===== src/rtl/dma_ptr_pkg.sv =====
package dma_ptr_pkg;

   typedef struct packed {
      logic count;
      logic half;
      logic wrap;
      logic buserr;
   } dma_ev_t;

   function automatic bit is_pow2(input int unsigned v);
      return (v != 0) && ((v & (v - 1)) == 0);
   endfunction

endpackage


===== src/rtl/dma_ptr_ctrl.sv =====
module dma_ptr_ctrl #(
   parameter int LEN_W = 12
) (
   input  logic             clk,
   input  logic             rst_n,
   input  logic             cfg_en,
   input  logic             cfg_wr,
   input  logic [LEN_W-1:0] cfg_len,
   input  logic             xfer_done,
   input  logic             bus_err,
   output logic             step,
   output logic             clear,
   output logic             frozen
);

   localparam logic [LEN_W-1:0] MIN_LEN = LEN_W'(2);

   logic len_ok;
   logic frz_q;

   assign len_ok = (cfg_len[0] == 1'b0) && (cfg_len >= MIN_LEN);

   always_ff @(posedge clk or negedge rst_n) begin
      if (!rst_n)
         frz_q <= 1'b0;
      else if (!cfg_en)
         frz_q <= 1'b0;
      else if (bus_err)
         frz_q <= 1'b1;
   end

   assign frozen = frz_q;
   assign clear  = !cfg_en || cfg_wr;
   assign step   = cfg_en && !cfg_wr && len_ok && !frz_q && xfer_done && !bus_err;

endmodule


===== src/rtl/dma_ptr_offset.sv =====
module dma_ptr_offset #(
   parameter int LEN_W = 12
) (
   input  logic             clk,
   input  logic             rst_n,
   input  logic [LEN_W-1:0] cfg_len,
   input  logic             step,
   input  logic             clear,
   output logic [LEN_W-1:0] off,
   output logic             half_hit,
   output logic             end_hit
);

   localparam logic [LEN_W-1:0] ONE = LEN_W'(1);

   logic [LEN_W-1:0] off_q;
   logic [LEN_W-1:0] half_idx;
   logic [LEN_W-1:0] last_idx;

   assign half_idx = (cfg_len >> 1) - ONE;
   assign last_idx = cfg_len - ONE;
   assign half_hit = (off_q == half_idx);
   assign end_hit  = (off_q >= last_idx);

   always_ff @(posedge clk or negedge rst_n) begin
      if (!rst_n)
         off_q <= '0;
      else if (clear)
         off_q <= '0;
      else if (step)
         off_q <= end_hit ? '0 : off_q + ONE;
   end

   assign off = off_q;

endmodule


===== src/rtl/dma_ptr_events.sv =====
module dma_ptr_events
   import dma_ptr_pkg::*;
(
   input  logic    clk,
   input  logic    rst_n,
   input  logic    step,
   input  logic    half_hit,
   input  logic    end_hit,
   input  logic    bus_err,
   output dma_ev_t ev
);

   dma_ev_t ev_d;

   always_comb begin
      ev_d.count  = step;
      ev_d.half   = step && half_hit;
      ev_d.wrap   = step && end_hit;
      ev_d.buserr = bus_err;
   end

   always_ff @(posedge clk or negedge rst_n) begin
      if (!rst_n)
         ev <= '0;
      else
         ev <= ev_d;
   end

endmodule


===== src/rtl/dma_ptr_addr.sv =====
module dma_ptr_addr
   import dma_ptr_pkg::*;
#(
   parameter int ADDR_W       = 32,
   parameter int LEN_W        = 12,
   parameter int SAMPLE_BYTES = 4
) (
   input  logic [ADDR_W-1:0] base,
   input  logic [LEN_W-1:0]  off,
   output logic [ADDR_W-1:0] addr
);

   localparam int SHIFT = $clog2(SAMPLE_BYTES);

   logic [ADDR_W-1:0] off_ext;
   logic [ADDR_W-1:0] byte_off;

   assign off_ext = ADDR_W'(off);

   generate
      if (is_pow2(SAMPLE_BYTES)) begin : g_shift
         assign byte_off = off_ext << SHIFT;
      end else begin : g_mult
         assign byte_off = off_ext * ADDR_W'(SAMPLE_BYTES);
      end
   endgenerate

   assign addr = base + byte_off;

endmodule


===== src/rtl/circ_dma_ptr.sv =====
module circ_dma_ptr
   import dma_ptr_pkg::*;
#(
   parameter int ADDR_W       = 32,
   parameter int LEN_W        = 12,
   parameter int SAMPLE_BYTES = 4
) (
   input  logic              clk,
   input  logic              rst_n,
   input  logic              cfg_en,
   input  logic              cfg_wr,
   input  logic [ADDR_W-1:0] cfg_base,
   input  logic [LEN_W-1:0]  cfg_len,
   input  logic              xfer_done,
   input  logic              bus_err,
   output logic [ADDR_W-1:0] cur_addr,
   output logic              ev_count,
   output logic              ev_half,
   output logic              ev_end,
   output logic              ev_buserr
);

   initial begin
      assert (SAMPLE_BYTES >= 1) else $error("SAMPLE_BYTES must be at least 1");
      assert (LEN_W >= 2 && LEN_W < ADDR_W) else $error("LEN_W must lie in 2..ADDR_W-1");
   end

   logic             step_w;
   logic             clear_w;
   logic             frozen_w;
   logic [LEN_W-1:0] off_w;
   logic             half_w;
   logic             end_w;
   dma_ev_t          ev_w;

   dma_ptr_ctrl #(.LEN_W(LEN_W)) u_ctrl (
      .clk       (clk),
      .rst_n     (rst_n),
      .cfg_en    (cfg_en),
      .cfg_wr    (cfg_wr),
      .cfg_len   (cfg_len),
      .xfer_done (xfer_done),
      .bus_err   (bus_err),
      .step      (step_w),
      .clear     (clear_w),
      .frozen    (frozen_w)
   );

   dma_ptr_offset #(.LEN_W(LEN_W)) u_off (
      .clk      (clk),
      .rst_n    (rst_n),
      .cfg_len  (cfg_len),
      .step     (step_w),
      .clear    (clear_w),
      .off      (off_w),
      .half_hit (half_w),
      .end_hit  (end_w)
   );

   dma_ptr_events u_ev (
      .clk      (clk),
      .rst_n    (rst_n),
      .step     (step_w),
      .half_hit (half_w),
      .end_hit  (end_w),
      .bus_err  (bus_err),
      .ev       (ev_w)
   );

   dma_ptr_addr #(
      .ADDR_W       (ADDR_W),
      .LEN_W        (LEN_W),
      .SAMPLE_BYTES (SAMPLE_BYTES)
   ) u_addr (
      .base (cfg_base),
      .off  (off_w),
      .addr (cur_addr)
   );

   assign ev_count  = ev_w.count;
   assign ev_half   = ev_w.half;
   assign ev_end    = ev_w.wrap;
   assign ev_buserr = ev_w.buserr;

endmodule


===== config.mk =====
export PLATFORM = sky130hd
export DESIGN_NAME = circ_dma_ptr
export DESIGN_NICKNAME = d
export VERILOG_FILES = /design/src/rtl/dma_ptr_pkg.sv /design/src/rtl/dma_ptr_ctrl.sv /design/src/rtl/dma_ptr_offset.sv /design/src/rtl/dma_ptr_events.sv /design/src/rtl/dma_ptr_addr.sv /design/src/rtl/circ_dma_ptr.sv
export SDC_FILE = /design/constraint.sdc
export NUM_CORES = 1
export LEC_CHECK = 0
export CAP_MARGIN = 20
export CELL_PAD_IN_SITES_DETAIL_PLACEMENT = 0
export CELL_PAD_IN_SITES_GLOBAL_PLACEMENT = 1
export CORE_MARGIN = 3
export CORE_UTILIZATION = 36
export CTS_CLUSTER_SIZE = 30
export DETAILED_ROUTE_END_ITERATION = 8
export GPL_ROUTABILITY_DRIVEN = 0
export PLACE_DENSITY = 0.95
export SLEW_MARGIN = 20
export SYNTH_ARGS = -nofsm -noshare
export SYNTH_HDL_FRONTEND = slang
export SYNTH_SLANG_ARGS = --single-unit

===== constraint.sdc =====
create_clock -name clk -period 6.9 [get_ports clk]
set_clock_uncertainty 0.1 [all_clocks]
set_input_delay 2.07 -clock clk [delete_from_list [all_inputs] [get_ports clk]]
set_output_delay 2.07 -clock clk [all_outputs]
set_load 0.05 [all_outputs]

==> results of run 1 <==
-- layout make-up --
class | count | area (sq um) | share of cell area
sequential | 17 | 425 | 0.116
timing repair buffer | 82 | 1020 | 0.276
tap | 93 | 116 | 0.0316
inverter | 14 | 52.6 | 0.0143
multi-input combinational | 269 | 2020 | 0.550
clock buffer | 4 | 45.0 | 0.0122
-- cells in the final DEF (no fill, tap or decap), types with 2 or more instances in the layout --
master	netlist	routed
inv_1	14	14
o21a_1	2	2
ha_1	29	28
nor3_2	2	3
a21o_1	3	2
a22o_1	3	3
nand3_1	16	16
or3_1	9	9
nand4_1	4	4
nand2b_1	4	3
a21oi_1	27	25
nor2_1	18	18
o211ai_1	5	5
a211o_1	2	2
nor3_1	6	5
dfrtp_1	17	17
and3_1	10	10
clkdlybuf4s50_1	0	55
a41oi_1	2	2
nor2b_1	3	3
xor2_1	18	18
clkbuf_8	0	3
buf_12	0	21
buf_4	2	6
xnor2_1	37	35
and2_1	4	4
a31oi_1	9	9
or3_4	2	2
o21ai_0	6	6
a21oi_2	0	2
xnor2_2	0	2
nand2_1	23	23
-- tightest hold or removal path: cells and delay by family, from the launching register on --
family	cells	cell delay, ns
AND/OR/NAND/NOR	2	0.15
flip-flops	1	0.33
-- sequential cells by signal (all words and copies together) (netlist names) --
signal / flops
u_ev.ev: 4
u_ctrl.frozen: 1
u_off.off: 12
-- power by group through the flow --
stage / Sequential (W) / Combinational [W] / Clock (W)
2_1_floorplan: 0.000104 / 0.0000801 / 0
3_3_place_gp: 0.000103 / 0.000154 / 0
3_5_place_dp: 0.000103 / 0.000156 / 0
4_1_cts: 0.000101 / 0.000157 / 0.0000755
5_1_grt: 0.000101 / 0.000166 / 0.0000817
6_report: 0.000101 / 0.000157 / 0.0000745
-- cell usage after synthesis (2+ instances only) --
master	count
a41oi_1	2
nor3_2	2
nor2_1	18
or3_1	9
and3_1	10
buf_6	3
o21ai_0	6
nand4_1	4
nand2b_1	4
xnor2_1	37
clkbuf_1	4
inv_1	14
or3_4	2
nand2_1	23
a22o_1	3
o21a_1	2
a31oi_1	9
a21oi_1	27
ha_1	29
nand3_1	16
xor2_1	18
nor3_1	6
dfrtp_1	17
a211o_1	2
nor2b_1	3
and2_1	4
a21o_1	3
o211ai_1	5
buf_4	2
-- timing repair --
action | 4_1_cts | 5_1_grt
pin swaps | 1 | 5
resized for setup | 2 | 7
endpoints found under the setup margin | 2 | 8
gates cloned | 0 | 0
-- through the flow --
step	hold slack, ns	instances	setup slack (ns)
2_1_floorplan	0.365	310	0.328
3_3_place_gp	0.394	475	0.0378
3_5_place_dp	0.421	475	0.00978
4_1_cts	0.437	479	0.00407
5_1_grt	0.457	479	-0.0547
6_report	0.418	479	0.100
-- path summary, 6_finish.rpt --
path / startpoint / to / slack (ns)
min in group asynchronous: rst_n / u_off.off[7]$_DFFE_PN0P_ / 2.16
max in group asynchronous: rst_n / u_off.off[2]$_DFFE_PN0P_ / 4.06
setup / recovery: cfg_base[4] / cur_addr[31] / 0.10
setup reg to reg: u_off.off[2]$_DFFE_PN0P_ / u_off.off[0]$_DFFE_PN0P_ / 4.10
hold reg to reg: u_ctrl.frozen$_DFFE_PN0P_ / u_ctrl.frozen$_DFFE_PN0P_ / 0.42
hold / removal: u_ctrl.frozen$_DFFE_PN0P_ / u_ctrl.frozen$_DFFE_PN0P_ / 0.42
-- routing by layer --
metal / GRT usage / routed length (um) / vias to the layer above
li1: - / - / 1272
met1: 0.214 / 3110 / 1156
met2: 0.267 / 3110 / 71
met3: 0.0250 / 281 / 4
met4: 0.0230 / 33 / 0
met5: 0 / 0 / -
-- cell families (layout without fill, tap and decap cells) --
kind of cell               after synthesis  count (layout)  synth area share
xor gates and xnor gates                55              55             0.191
muxes                                    2               2           0.00843
adders and majority gates               30              30             0.152
DFF                                     17              17             0.169
AOI/OAI and AO/OA                       70              70             0.183
and+or+nand+nor                        112             112             0.249
buffers and inverters                   24             100            0.0481
==> metrics.md, run 1 <==
| Metric | Value |
|---|---|
| CTS tree | done |
| Pre-antenna DRT Iters | 4 |
| Critical path endpoint category | output port |
| Hold Fails Final Rpt | 0 |
| CTS Hold Bufs | 0 |
| Layout area overhead | 45.8% |
| Clock transition at the registers of the reported paths | around 0.060 ns |
| Root buf cell | clkbuf_8 |
| DIE HEIGHT | about 90 um |
| Sum Neg Setup Slack | 0 ns |
| Post-route ant nets | 0 |
| Sw Ratio | 0.351 |
| Distinct cells, synth | 55 |
| H-tree levels | 1 |
| Via count | around 2,500 |
| Synth top area share | 0.169 |
| Row count | 29 |
| Largest area contributor in the netlist | dfrtp_1 |
| Int Pwr | 0.000215 W |
| Critical path startpoint category | primary input |
| RSZ-0062 raised after global routing | true |
| Maximum buffer depth of the clock tree | 2 |
| CP top delay family | compound AO/OA/AOI/OAI gates |
| Pwr/cell area | 90.3 nW/um^2 |
| Period minus WS final | roughly 7 ns |
| Async set-or-reset flop fraction in the synthesized netlist | 1.00 |
| Final Setup Violations | 0 |
| Max-cap violations | 0 |
| Final Instance Area | around 3700 sq um |
| Number of nets in the layout | around 470 |
| Net count after synthesis | 390 |
| Crit path cell chain | clkdlybuf4s50_1 > ha_1 > a21oi_1 > a21oi_1 > o21a_1 > o21a_1 > a41oi_2 > nor3_1 > xor2_1 > buf_12 |
| Critical path's largest stage delay | between 0.4 and 0.5 ns |
| I/O pin cnt | between 80 and 90 |
| Total Power | around 0.00033 W |
| Worst slew pin tran | roughly 0.76 ns |
| Clk sinks | 17 |
| Seq cells post-synth | 17 |
| Worst skew pair latency | between 0.2 and 0.3 ns |
| Hold Crit Class | flip-flop to flip-flop |
| WP data required | approximately 4.7 ns |
| Max FO, Critical Path | 6 |
| Fin. max-slew vios | 0 |
| Initial core utilization | 0.384 |
| Crit Path Category | primary input to output port |
| WL/cell | about 14 um |
| Post-CTS setup buffer count | 0 |
| Ys Warns | 0 |
| Die area | ~8000 sq um |
| Slowest cell on crit path | clkdlybuf4s50_1 |
| Worst hold path depth | 2 |
| Buf/Inv on CP | 2 |
| First-pass GRT wire length | between 10,000 and 15,000 um |
| Cts bufs inserted | 3 |
| DRC | 0 |
| Share of power burned in registers | 0.304 |
| Vias in the first global route | between 2,000 and 2,500 |
| Tot GR Track Use | 0.157 |
| Worst slew margin | 0.493 |
| Layout cell share with drive strength beyond 1 | 0.142 |
| CP arrival | approximately 4.6 ns |
| Seq/Total Area, Yosys | 0.169 |
| Clock power share | 0.224 |
| Die width | around 90 um |
| Syn avg cell area | about 8.1 sq um |
| Cell Area, Synth | ~2500 sq um |
| Logic pwr share | 0.472 |
| Drt first-iter violations | approximately 150 |
| Leak Pwr | between 1.5 and 2 nW |
| Initial antenna violation count | 0 |
| Buffers added on ports | a little over 80 |
| Cells after Synth | 310 |
| Largest net degree at the start of global routing | 18 |
| # fillers | 585 |
| Core area | ~6600 sq um |
| Max Freq | ~150 MHz |
| DP Area | ~3600 sq um |
| DRT Wirelength | roughly 6500 um |
| Gr ovfl total | 0 |
| Ant. Diodes | 0 |
| Fin util | 0.560 |
| Synth area leaders | dfrtp_1 17%, ha_1 14%, xnor2_1 13%, xor2_1 6.2%, a21oi_1 5.4% |
| Worst vdd ir | 0.106 mV |
| Post-synth EDFFs | 0 |
| Final worst-path cycle share | 0.985 |
| Top FF cell, synth | dfrtp_1 |
| Psw | about 0.00012 W |
| Worst Reg2Reg Path Length in Cells | 8 |
| Status | finished clean |
| Cell count along the critical path | 10 |
| Vias/cell | around 5.2 |
| Dpl hpwl | between 5000 and 6000 um |
(Power assumes the default switching activity.)
==> inputs of run 2 (changes only) <==
- CORE_MARGIN: 3 -> 2
- HOLD_SLACK_MARGIN: not set -> 0.12
==> run 2 against run 1 <==
Net effect: die area down 4.4%; power up 1.1%; first-iteration DRC count down 29%; combinational power about the same; register-to-register slack better by 0.15 ns; flip-flop and latch count unchanged; cell area up 0.41%; worst hold slack worse by 0.0021 ns; wire length up 4.2%; non-clock buffer count unchanged; global-route usage up 1.4 points; clock power up 3.4%; critical endpoint is now cur_addr[23]; largest power group unchanged.
==> metrics.md, run 2 (same netlist as run 1, synthesis figures left out) <==
| Metric | Value |
|---|---|
| Layout cell share with drive strength beyond 1 | 0.145 |
| Crit Path Category | primary input to output port |
| Hold Fails Final Rpt | 0 |
| Dpl hpwl | 5490 um |
| Period minus WS final | 6.81 ns |
| Max FFs per register | 12 |
| First-pass GRT wire length | roughly 11,000 um |
| Post-route ant nets | 0 |
| Layout area overhead | 46.4% |
| Final worst-path cycle share | 0.987 |
| DP Area | approximately 3600 sq um |
| Fin. max-slew vios | 0 |
| Die area | a little under 8000 sq um |
| Worst vdd ir | 0.111 mV |
| DR top layer | met4 |
| Pwr/cell area | roughly 90 nW/um^2 |
| Logic pwr share | 0.470 |
| Max FO, Critical Path | 6 |
| DR WL met3 | slightly above 400 um |
| Psw | between 0.0001 and 0.00015 W |
| Max-cap violations | 0 |
| Routed metal-1 wirelength | just over 3000 um |
| DIE HEIGHT | about 88 um |
| Clock power share | 0.229 |
| Row count | 30 |
| Sw Ratio | 0.357 |
| Number of nets in the layout | roughly 470 |
| DRC | 0 |
| I/O pin cnt | 86 |
| Initial core utilization | 0.371 |
| Drt first-iter violations | 104 |
| Vias/cell | 5.26 |
| Initial antenna violation count | 0 |
| CP arrival | about 4.6 ns |
| Int Pwr | 0.000216 W |
| Status | finished clean |
| Worst slew pin tran | between 0.8 and 0.9 ns |
| Clock transition at the registers of the reported paths | approximately 0.070 ns |
| Critical path startpoint category | primary input |
| Most frequent cells in the layout | 55 x clkdlybuf4s50_1, 31 x xnor2_1, 29 x ha_1 |
| DRT Wirelength | just under 7000 um |
| Critical path endpoint category | output port |
| CTS tree | done |
| H-tree levels | 1 |
| Commonest non-fill, non-tap cell in the layout | clkdlybuf4s50_1 |
| Maximum buffer depth of the clock tree | 2 |
| Vias in the first global route | approximately 2,400 |
| Hold Crit Class | flip-flop to flip-flop |
| Ant. Diodes | 0 |
| Share of power burned in registers | 0.301 |
| Metal2 WL | around 3300 um |
| Core area | a little under 7000 sq um |
| Gr ovfl total | 0 |
| Pre-antenna DRT Iters | 4 |
| Die width | 87.7 um |
| Final Hold Slack | about 0.42 ns |
| Final Instance Area | 3690 sq um |
| Tot GR Track Use | 0.171 |
| WL/cell | 14.1 um |
| CTS Hold Bufs | 0 |
| Clk sinks | 17 |
| Fin util | 0.544 |
| WP data required | between 4 and 5 ns |
| Via count | around 2,500 |
| Worst slew margin | 0.443 |
| Root buf cell | clkbuf_8 |
| Leak Pwr | roughly 1.6 nW |
| Final Setup Violations | 0 |
| RSZ-0062 raised after global routing | true |
| Worst skew pair latency | 0.26 ns |
| Largest net degree at the start of global routing | 18 |
| Cts bufs inserted | 3 |
| Buffers added on ports | about 80 |
| Max Freq | between 100 and 150 MHz |
-- run 2: cell counts in the layout (fill, tap and decap cells not counted) --
Identical to the previous run, type by type.
-- run 2: path summary, 6_finish.rpt --
kind                                           startpoint                   endpoint  depth (start not counted)  slack (ns)
max in group asynchronous                           rst_n   u_off.off[4]$_DFFE_PN0P_                          1        3.99
worst min-delay path            u_ctrl.frozen$_DFFE_PN0P_  u_ctrl.frozen$_DFFE_PN0P_                          2        0.42
worst min register to register  u_ctrl.frozen$_DFFE_PN0P_  u_ctrl.frozen$_DFFE_PN0P_                          2        0.42
worst max register to register   u_off.off[0]$_DFFE_PN0P_   u_off.off[0]$_DFFE_PN0P_                          9        4.25
min in group asynchronous                           rst_n   u_off.off[6]$_DFFE_PN0P_                          1        2.19
worst max-delay path                          cfg_base[4]               cur_addr[23]                         10        0.09
-- run 2: power by group through the flow --
stage / Combinational, W / Sequential (W) / Clock [W]
floorplan: 0.0000801 / 0.000104 / 0
global placement: 0.000154 / 0.000103 / 0
detailed placement: 0.000156 / 0.000103 / 0
CTS: 0.000158 / 0.000101 / 0.0000778
global route: 0.000167 / 0.000101 / 0.0000825
finish: 0.000158 / 0.000101 / 0.0000770
-- run 2: repair_timing --
item | CTS | global route
buffers inserted | 0 | 0
resized for setup | 5 | 5
endpoints found under the setup margin | 6 | 11
pin swaps | 0 | 2
-- run 2: layout make-up --
type / count / area (sq um)
Fill cell: 615 / 3100
Timing Repair Buffer: 82 / 1020
Tap cell: 96 / 120
Sequential cell: 17 / 425
Inverter: 14 / 52.6
Multi-Input combinational cell: 269 / 2040
Clock buffer: 4 / 45.0
-- run 2: critical path, cell delays in order --
cell and delay, ns:
clkdlybuf4s50_1 0.42, ha_1 0.36, a21oi_1 0.26, a21oi_1 0.12
o21a_1 0.21, o21a_1 0.23, a41oi_2 0.41, nor3_1 0.13
xor2_1 0.25, buf_12 0.17
-- run 2: layer usage --
layer,vias to the layer above,GRT usage
li1,1271,-
met1,1178,0.225
met2,85,0.302
met3,2,0.0311
met4,0,0.0154
met5,-,0
-- run 2: through the flow --
step	setup slack [ns]	instances	total power, W	setup TNS (ns)
detailed placement	-0.0497	478	0.000259	-0.145
global route	-0.0660	482	0.000351	-0.291
global placement	0.0306	478	0.000257	0
finish	0.0892	482	0.000336	0
CTS	0.0317	482	0.000337	0
floorplan	0.328	310	0.000184	0
